===== config.mk =====
export PLATFORM = sky130hd
export DESIGN_NAME = page_map_mmu
export DESIGN_NICKNAME = d
export VERILOG_FILES = /design/src/rtl/mmu_pkg.sv /design/src/rtl/mmu_page_bank.sv /design/src/rtl/mmu_window_xlate.sv /design/src/rtl/mmu_readback.sv /design/src/rtl/page_map_mmu.sv
export SDC_FILE = /design/constraint.sdc
export NUM_CORES = 1
export LEC_CHECK = 0
export ABC_CLOCK_PERIOD_IN_PS = 1300
export BUFFER_PORTS_ARGS = -buffer_cell sky130_fd_sc_hd__clkbuf_2
export CAP_MARGIN = 15
export CORE_ASPECT_RATIO = 0.7
export CORE_UTILIZATION = 45
export DETAILED_ROUTE_END_ITERATION = 8
export PLACE_DENSITY = 0.74
export SETUP_SLACK_MARGIN = 0.1
export SLEW_MARGIN = 0
export SYNTH_ARGS = -nofsm -noshare
export SYNTH_HDL_FRONTEND = slang
export SYNTH_SLANG_ARGS = --single-unit

===== constraint.sdc =====
create_clock -name clk -period 1.3 [get_ports clk]
set_input_delay 0.195 -clock clk [delete_from_list [all_inputs] [get_ports clk]]
set_output_delay 0.195 -clock clk [all_outputs]
set_load 0.05 [all_outputs]

===== src/rtl/mmu_pkg.sv =====
package mmu_pkg;

    typedef enum logic [1:0] {
        ACC_IDLE  = 2'd0,
        ACC_WRITE = 2'd1,
        ACC_READ  = 2'd2
    } acc_kind_t;

    // Sort a bus cycle on the register port into one of the three access kinds.
    function automatic acc_kind_t classify_access(input logic cs, input logic rw);
        if (!cs)
            return ACC_IDLE;
        else if (rw)
            return ACC_READ;
        else
            return ACC_WRITE;
    endfunction

endpackage


===== src/rtl/mmu_page_bank.sv =====
module mmu_page_bank
    import mmu_pkg::*;
#(
    parameter int SEL_W  = 2,
    parameter int PAGE_W = 8
) (
    input  logic                              clk,
    input  logic                              rst,
    input  acc_kind_t                         acc,
    input  logic [SEL_W-1:0]                  sel,
    input  logic [PAGE_W-1:0]                 wdata,
    output logic [(2**SEL_W)-1:0][PAGE_W-1:0] pages
);
    localparam int NUM_WIN = 2 ** SEL_W;

    for (genvar i = 0; i < NUM_WIN; i++) begin : g_page
        logic hit;
        assign hit = (acc == ACC_WRITE) && (sel == SEL_W'(i));

        always_ff @(posedge clk or posedge rst) begin
            if (rst)
                pages[i] <= '0;
            else if (hit)
                pages[i] <= wdata;
        end

        // a write addressed to this register loads the data
        a_r2_write_loads: assert property (@(posedge clk) disable iff (rst)
            (acc == ACC_WRITE && sel == SEL_W'(i)) |=> pages[i] == $past(wdata));

        // a write to another register leaves this one alone
        a_r5_other_holds: assert property (@(posedge clk) disable iff (rst)
            (acc == ACC_WRITE && sel != SEL_W'(i)) |=> $stable(pages[i]));

        // idle cycles and reads never modify a register
        a_r3_r4_no_write_holds: assert property (@(posedge clk) disable iff (rst)
            (acc != ACC_WRITE) |=> $stable(pages[i]));
    end

endmodule


===== src/rtl/mmu_window_xlate.sv =====
module mmu_window_xlate #(
    parameter int CPU_AW = 16,
    parameter int SEL_W  = 2,
    parameter int PAGE_W = 8
) (
    input  logic [CPU_AW-1:0]                 cpu_addr,
    input  logic [(2**SEL_W)-1:0][PAGE_W-1:0] pages,
    output logic [PAGE_W+CPU_AW-SEL_W-1:0]    phys_addr
);
    localparam int OFF_W = CPU_AW - SEL_W;

    logic [SEL_W-1:0] win;
    logic [OFF_W-1:0] offset;

    always_comb begin
        win       = cpu_addr[CPU_AW-1 -: SEL_W];
        offset    = cpu_addr[OFF_W-1:0];
        phys_addr = {pages[win], offset};
    end

endmodule


===== src/rtl/mmu_readback.sv =====
module mmu_readback
    import mmu_pkg::*;
#(
    parameter int SEL_W  = 2,
    parameter int PAGE_W = 8
) (
    input  acc_kind_t                         acc,
    input  logic [SEL_W-1:0]                  sel,
    input  logic [(2**SEL_W)-1:0][PAGE_W-1:0] pages,
    output logic [PAGE_W-1:0]                 rdata,
    output logic                              rdata_oe
);
    always_comb begin
        rdata    = '0;
        rdata_oe = 1'b0;
        unique case (acc)
            ACC_READ: begin
                rdata    = pages[sel];
                rdata_oe = 1'b1;
            end
            ACC_WRITE,
            ACC_IDLE: begin
                rdata    = '0;
                rdata_oe = 1'b0;
            end
            default: begin
                rdata    = '0;
                rdata_oe = 1'b0;
            end
        endcase
    end

endmodule


===== src/rtl/page_map_mmu.sv =====
module page_map_mmu
    import mmu_pkg::*;
#(
    parameter int CPU_AW = 16,
    parameter int SEL_W  = 2,
    parameter int PAGE_W = 8,
    localparam int PHYS_AW = PAGE_W + CPU_AW - SEL_W
) (
    input  logic               clk,
    input  logic               rst,
    input  logic               cs,
    input  logic               rw,
    input  logic [SEL_W-1:0]   reg_sel,
    input  logic [PAGE_W-1:0]  wdata,
    input  logic [CPU_AW-1:0]  cpu_addr,
    output logic [PHYS_AW-1:0] phys_addr,
    output logic [PAGE_W-1:0]  rdata,
    output logic               rdata_oe
);
    localparam int NUM_WIN = 2 ** SEL_W;
    localparam int OFF_W   = CPU_AW - SEL_W;

    acc_kind_t                        acc;
    logic [NUM_WIN-1:0][PAGE_W-1:0]   pages;

    assign acc = classify_access(cs, rw);

    mmu_page_bank #(.SEL_W(SEL_W), .PAGE_W(PAGE_W)) u_bank (
        .clk   (clk),
        .rst   (rst),
        .acc   (acc),
        .sel   (reg_sel),
        .wdata (wdata),
        .pages (pages)
    );

    mmu_window_xlate #(.CPU_AW(CPU_AW), .SEL_W(SEL_W), .PAGE_W(PAGE_W)) u_xlate (
        .cpu_addr  (cpu_addr),
        .pages     (pages),
        .phys_addr (phys_addr)
    );

    mmu_readback #(.SEL_W(SEL_W), .PAGE_W(PAGE_W)) u_rb (
        .acc      (acc),
        .sel      (reg_sel),
        .pages    (pages),
        .rdata    (rdata),
        .rdata_oe (rdata_oe)
    );

    // translation and read-back agree on the same register
    a_r6_xlate_matches_readback: assert property (@(posedge clk) disable iff (rst)
        (cs && rw && reg_sel == cpu_addr[CPU_AW-1 -: SEL_W])
            |-> phys_addr[PHYS_AW-1 -: PAGE_W] == rdata);

    // the output enable only rises during a read
    a_r8_oe_only_on_read: assert property (@(posedge clk) disable iff (rst)
        rdata_oe |-> (cs && rw));

    // with the output enable low, read data is quiet
    a_r9_quiet_when_disabled: assert property (@(posedge clk) disable iff (rst)
        !rdata_oe |-> rdata == '0);

    // a write to the window in use shows up in the next cycle
    a_r10_write_visible_next: assert property (@(posedge clk) disable iff (rst)
        (cs && !rw) |=> (cpu_addr[CPU_AW-1 -: SEL_W] != $past(reg_sel)
            || phys_addr[PHYS_AW-1 -: PAGE_W] == $past(wdata)));

    // the offset inside a window passes through untouched
    a_r7_offset_passes: assert property (@(posedge clk) disable iff (rst)
        phys_addr[OFF_W-1:0] == cpu_addr[OFF_W-1:0]);

endmodule


# Yosys cells after proc, flatten, opt, wreduce, memory -nomap -nowiden
# Cells that the tools add are included.
[word_totals]
out_inout_bits = 31
elab_cells = 24
register_bits = 32
input_bits = 30
[classes]
mux = 8
order_cmp = 2
n_eq_ne = 5
reduce_logical = 5
[op_table]
columns = ["operator", "count"]
rows = [
  ["8-bit binary-select mux with 2-bit select", 2],
  ["8-bit 2-to-1 mux", 3],
  ["2-bit equality test, second input constant", 3],
  ["2-bit by 3-bit < comparator with 1-bit output, second input constant", 2],
  ["2-bit by 1-bit equality test with 1-bit output, second input constant", 2],
  ["1-bit logical AND", 4],
  ["2-bit 2-to-1 mux", 2],
  ["2-bit logical NOT", 1],
  ["1-bit 2-to-1 mux", 1],
]

# Longest topological paths before layout
[logic_depth]
depth_word = 4
mapped_depth = 4
depth_no_buf = 2

# Hierarchy
# Synthesis repeated with hierarchy kept, for this count alone.
[unflattened]
hier_cells = 127
hier_area_um2 = 1819.2
[by_module_without_submodules]
columns = ["module", "seq_area_each_um2", "instances", "area_per_inst_um2", "cells_each"]
rows = [
  ["mmu_page_bank", 800.8, 1, 1232.4, 71],
  ["mmu_window_xlate", 0.0, 1, 301.5, 24],
  ["mmu_readback", 0.0, 1, 269.0, 30],
  ["page_map_mmu", 0.0, 1, 16.3, 2],
]

# Worst setup path after synthesis
# No wires, ideal clock.
[synth_path]
path_type = "input to output"
startpoint = "input reg_sel[1]"
endpoint = "output rdata[0]"
path_buffers = 2
t_required_ns = 1.105
path_stages = 4
setup_slack_ns = -0.380
arrival_time_ns = 1.485
path_cell_list = "buf_6 -> buf_2 -> mux2i_1 -> o22ai_1"
[synth_between]
elab_chain_len = 3
[synth_rtl]
columns = ["element", "line", "rtl"]
rows = [
  ["start: declaration", "page_map_mmu.sv:13", "input logic [SEL_W-1:0] reg_sel,"],
  ["8-bit binary-select mux with 2-bit select", "mmu_readback.sv:18", "rdata = pages[sel];"],
  ["8-bit 2-to-1 mux (implied by the code)", "mmu_readback.sv:18", ""],
  ["8-bit 2-to-1 mux", "mmu_readback.sv:16", "unique case (acc)"],
  ["end: declaration", "page_map_mmu.sv:17", "output logic [PAGE_W-1:0] rdata,"],
]
# Every way passes these cells. The select of a mux whose other input is x is not followed.

# Final worst setup path
[layout_path]
startpoint = "register u_bank.pages[26] (netlist name)"
endpoint = "output phys_addr[16]"
[layout_between]
elab_chain_len = 2
[layout_rtl]
columns = ["element", "line", "rtl"]
rows = [
  ["start: declaration", "mmu_page_bank.sv:12", "output logic [(2**SEL_W)-1:0][PAGE_W-1:0] pages"],
  ["start signal: indexed assignment", "mmu_page_bank.sv:24", "pages[i] <= wdata;"],
  ["8-bit binary-select mux with 2-bit select", "mmu_window_xlate.sv:18", "phys_addr = {pages[win], offset};"],
  ["8-bit 2-to-1 mux (implied by the code)", "mmu_window_xlate.sv:18", ""],
  ["end: declaration", "page_map_mmu.sv:16", "output logic [PHYS_AW-1:0] phys_addr,"],
]
# Every way passes these cells. The select of a mux whose other input is x is not followed.

==> flow_metrics.tcl <==
set metrics [dict create \
    hold_depth 2 \
    multiInputGateArea_um2 976 \
    grt_use_met1_pct 30.0 \
    rr_endpoint "u_bank.pages[18]" \
    crit_required_ns 1.11 \
    endpoint_kind "output port" \
    crit_path_max_fanout 2 \
    cts_tree "built" \
    fillers 232 \
    start_util_pct 48.7 \
    n_antenna_cell 0 \
    largest-register "u_bank.pages" \
    synth_top_family_by_area "multiplexers" \
    syn_area_per_cell_um2 14.2 \
    synth-seq-cells 32 \
    numCtsBuffers 5 \
    die_y_um 54.4 \
    synthSimpleGateAreaFrac_pct 4.04 \
    maxCapViolations 0 \
    fmax_mhz 642 \
    p_per_area_mw_per_mm2 1480 \
    grt_overflow 0 \
    clkPwrFrac_pct 19.6 \
    die_x_um 76.9 \
    syn-instance-count 124 \
    dp_hpwl_um 2970 \
    grt_busiest_layer "met2" \
    p_int_uw 2690 \
    rows 18 \
    wl_um 4470 \
    finalWorstPathRequiredPeriod_ns 1.56 \
    place.gp.congestion 0.794 \
    grt_usage_pct 24.0 \
    grt_pass1_wl_um 7110 \
    fin_util_pct 74.9 \
    status "finished with violations" \
    num_io_pins 61 \
    drc 0 \
    r2r_cells 3 \
    nets 215 \
    drt-wirelength-per-cell_um 18.9 \
    ant_nets 0 \
    vias 1304 \
    setup_viol 16 \
    cts_root_buffer "clkbuf_8" \
    worst_slack_ns -0.257 \
    drt_iter0_drc 50 \
    drive_gt1_share_pct 73.7 \
    min-delay-start "wdata[1]" \
    holdPathEnd "u_bank.pages[1]" \
    clkLatencyLatePin_ns 0.28 \
    post-place-ws_ns -0.122 \
    synth_xor_area_share_pct 0 \
    yosysWarningCount 0 \
    regArea_um2 801 \
    rsz0062_at_grt "true" \
    reg2reg_slack_ns 0.30 \
    first_pass_iters 4 \
    antenna_found_initial 0 \
    synth-compound-area-share_pct 2.83 \
    via_per_inst 5.53 \
    fin_cells 236 \
    cp_data_arrival_time_ns 1.36 \
    syn_area_mm2 0.00177 \
    reg2reg_from "u_bank.pages[18]" \
    hold_ws_ns 0.187 \
    yosysSeqAreaShare_pct 45.3 \
    synthToLayoutAreaGrowth_pct 53.8 \
    switching_share_pct 33.0 \
    seq_power_share_pct 34.0 \
    fin_crit_sh_pct 120 \
    synthAdderAreaFrac_pct 0 \
    cts.sinks 32 \
    synth_cell_types 16 \
    pwr-share-comb_pct 46.5 \
    cts_max_level 2 \
    largest_reg_flops 32 \
    hold_path.class "primary input to flop" \
    skew_ns 0 \
    coreArea_mm2 0.00363 \
    tightestPinTransition_ns 0.405 \
    grt_max_degree 33 \
    slew_viol_final 0 \
    netlist_top_cells_area "dfrtp_1, mux2_2, mux4_2" \
    die_area_mm2 0.00418 \
    top_regs "u_bank.pages x32" \
    syn_nets 154 \
    final_hold_viol_count 0 \
    synth_mux_area_share_pct 39.7 \
    grtUsageMet3_pct 6.17 \
    dp.cells 212 \
    leakage_uw 0.00118 \
    max-vdd-ir-drop_v 0.000892 \
    power_switching_uw 1330 \
    met2_usage_pct 41.4 \
    port_buffers 32 \
    violations "negative setup slack" \
    synth_area_leader_cell "dfrtp_1" \
    synth_top_area_share_pct 45.3 \
    cts_max_path_buffers 2 \
    slew_headroom_pct 73.0 \
    crit_type "flop to output port" \
    start_kind "flop" \
    grt_pass1_vias 1326 \
    path_clk_slew_ns 0.06 \
]
[worst max-delay path, cell delays in order (launching register included)]
cell     delay, ns
dfrtp_1       0.40
mux4_2        0.51
buf_8         0.17
[Yosys cell counts (all sizes together)]
cell,number
and2,1
buf,20
dfrtp,32
inv,1
mux2,32
mux2i,16
mux4,8
nand3,1
nand3b,1
nand4b,1
nor4b,1
nor4bb,2
o22ai,8
[how the worst max path moves through the flow]
stage / from / end / depth (start not counted)
floorplan: rw / rdata[0] / 2
global placement: cpu_addr[14] / phys_addr[17] / 4
detailed placement: cpu_addr[14] / phys_addr[16] / 4
CTS: u_bank.pages[26] / phys_addr[16] / 2
global route: u_bank.pages[26] / phys_addr[16] / 2
finish: u_bank.pages[26] / phys_addr[16] / 2
[area by class of cell]
| cell class | count | share of cell area, % |
|---|---|---|
| clock buffer | 8 | 3.31 |
| inverter | 1 | 0.138 |
| multi-input combinational | 71 | 35.9 |
| sequential | 32 | 29.5 |
| tap | 50 | 2.30 |
| timing repair buffer | 74 | 28.9 |
[cells in the final DEF (no fill, tap or decap), types with 7 or more instances in the layout]
| cell | n |
|---|---|
| mux2i_1 | 7 |
| mux4_2 | 8 |
| mux2_2 | 29 |
| buf_12 | 10 |
| buf_8 | 9 |
| buf_4 | 22 |
| buf_6 | 15 |
| clkbuf_2 | 16 |
| dfrtp_1 | 32 |
[routing by layer]
metal | part of all wire, % | wire [um]
met1 | 43 | 1940
met2 | 51 | 2270
met3 | 4.2 | 187
met4 | 1.6 | 72
met5 | 0 | 0
[per-stage QoR]
step	power, uW	setup TNS (ns)	area (um^2)
after floorplan	2340	-0.548	1860
after global placement	2640	-1.34	2260
after detailed placement	2710	-2.50	2260
after CTS	3860	-3.06	2620
after global routing	4190	-3.51	2720
final	4020	-2.99	2720
[power by group through the flow]
stage               sequential [uW]  combinational (uW)  clock (uW)
finish                         1370                1870         787
global route                   1390                1960         841
CTS                            1350                1710         807
detailed placement             1380                1330           0
global placement               1360                1280           0
floorplan                      1340                1000           0
[logic make-up (layout without fill, tap and decap cells)]
| kind of cell | after synthesis | count (layout) |
|---|---|---|
| DFF | 32 | 32 |
| and+or+nand+nor | 7 | 7 |
| AOI/OAI and AO/OA | 8 | 8 |
| muxes | 56 | 56 |
| buffers and inverters | 21 | 83 |
[repair_timing]
item,CTS,global route
buffers inserted,11,4
endpoints found under the setup margin,16,16
hold buffers,1,0
resized for setup,36,23
pin swaps,6,2
endpoints found under the hold margin,32,0
No activity file was read; power rests on OpenSTA's default activity.
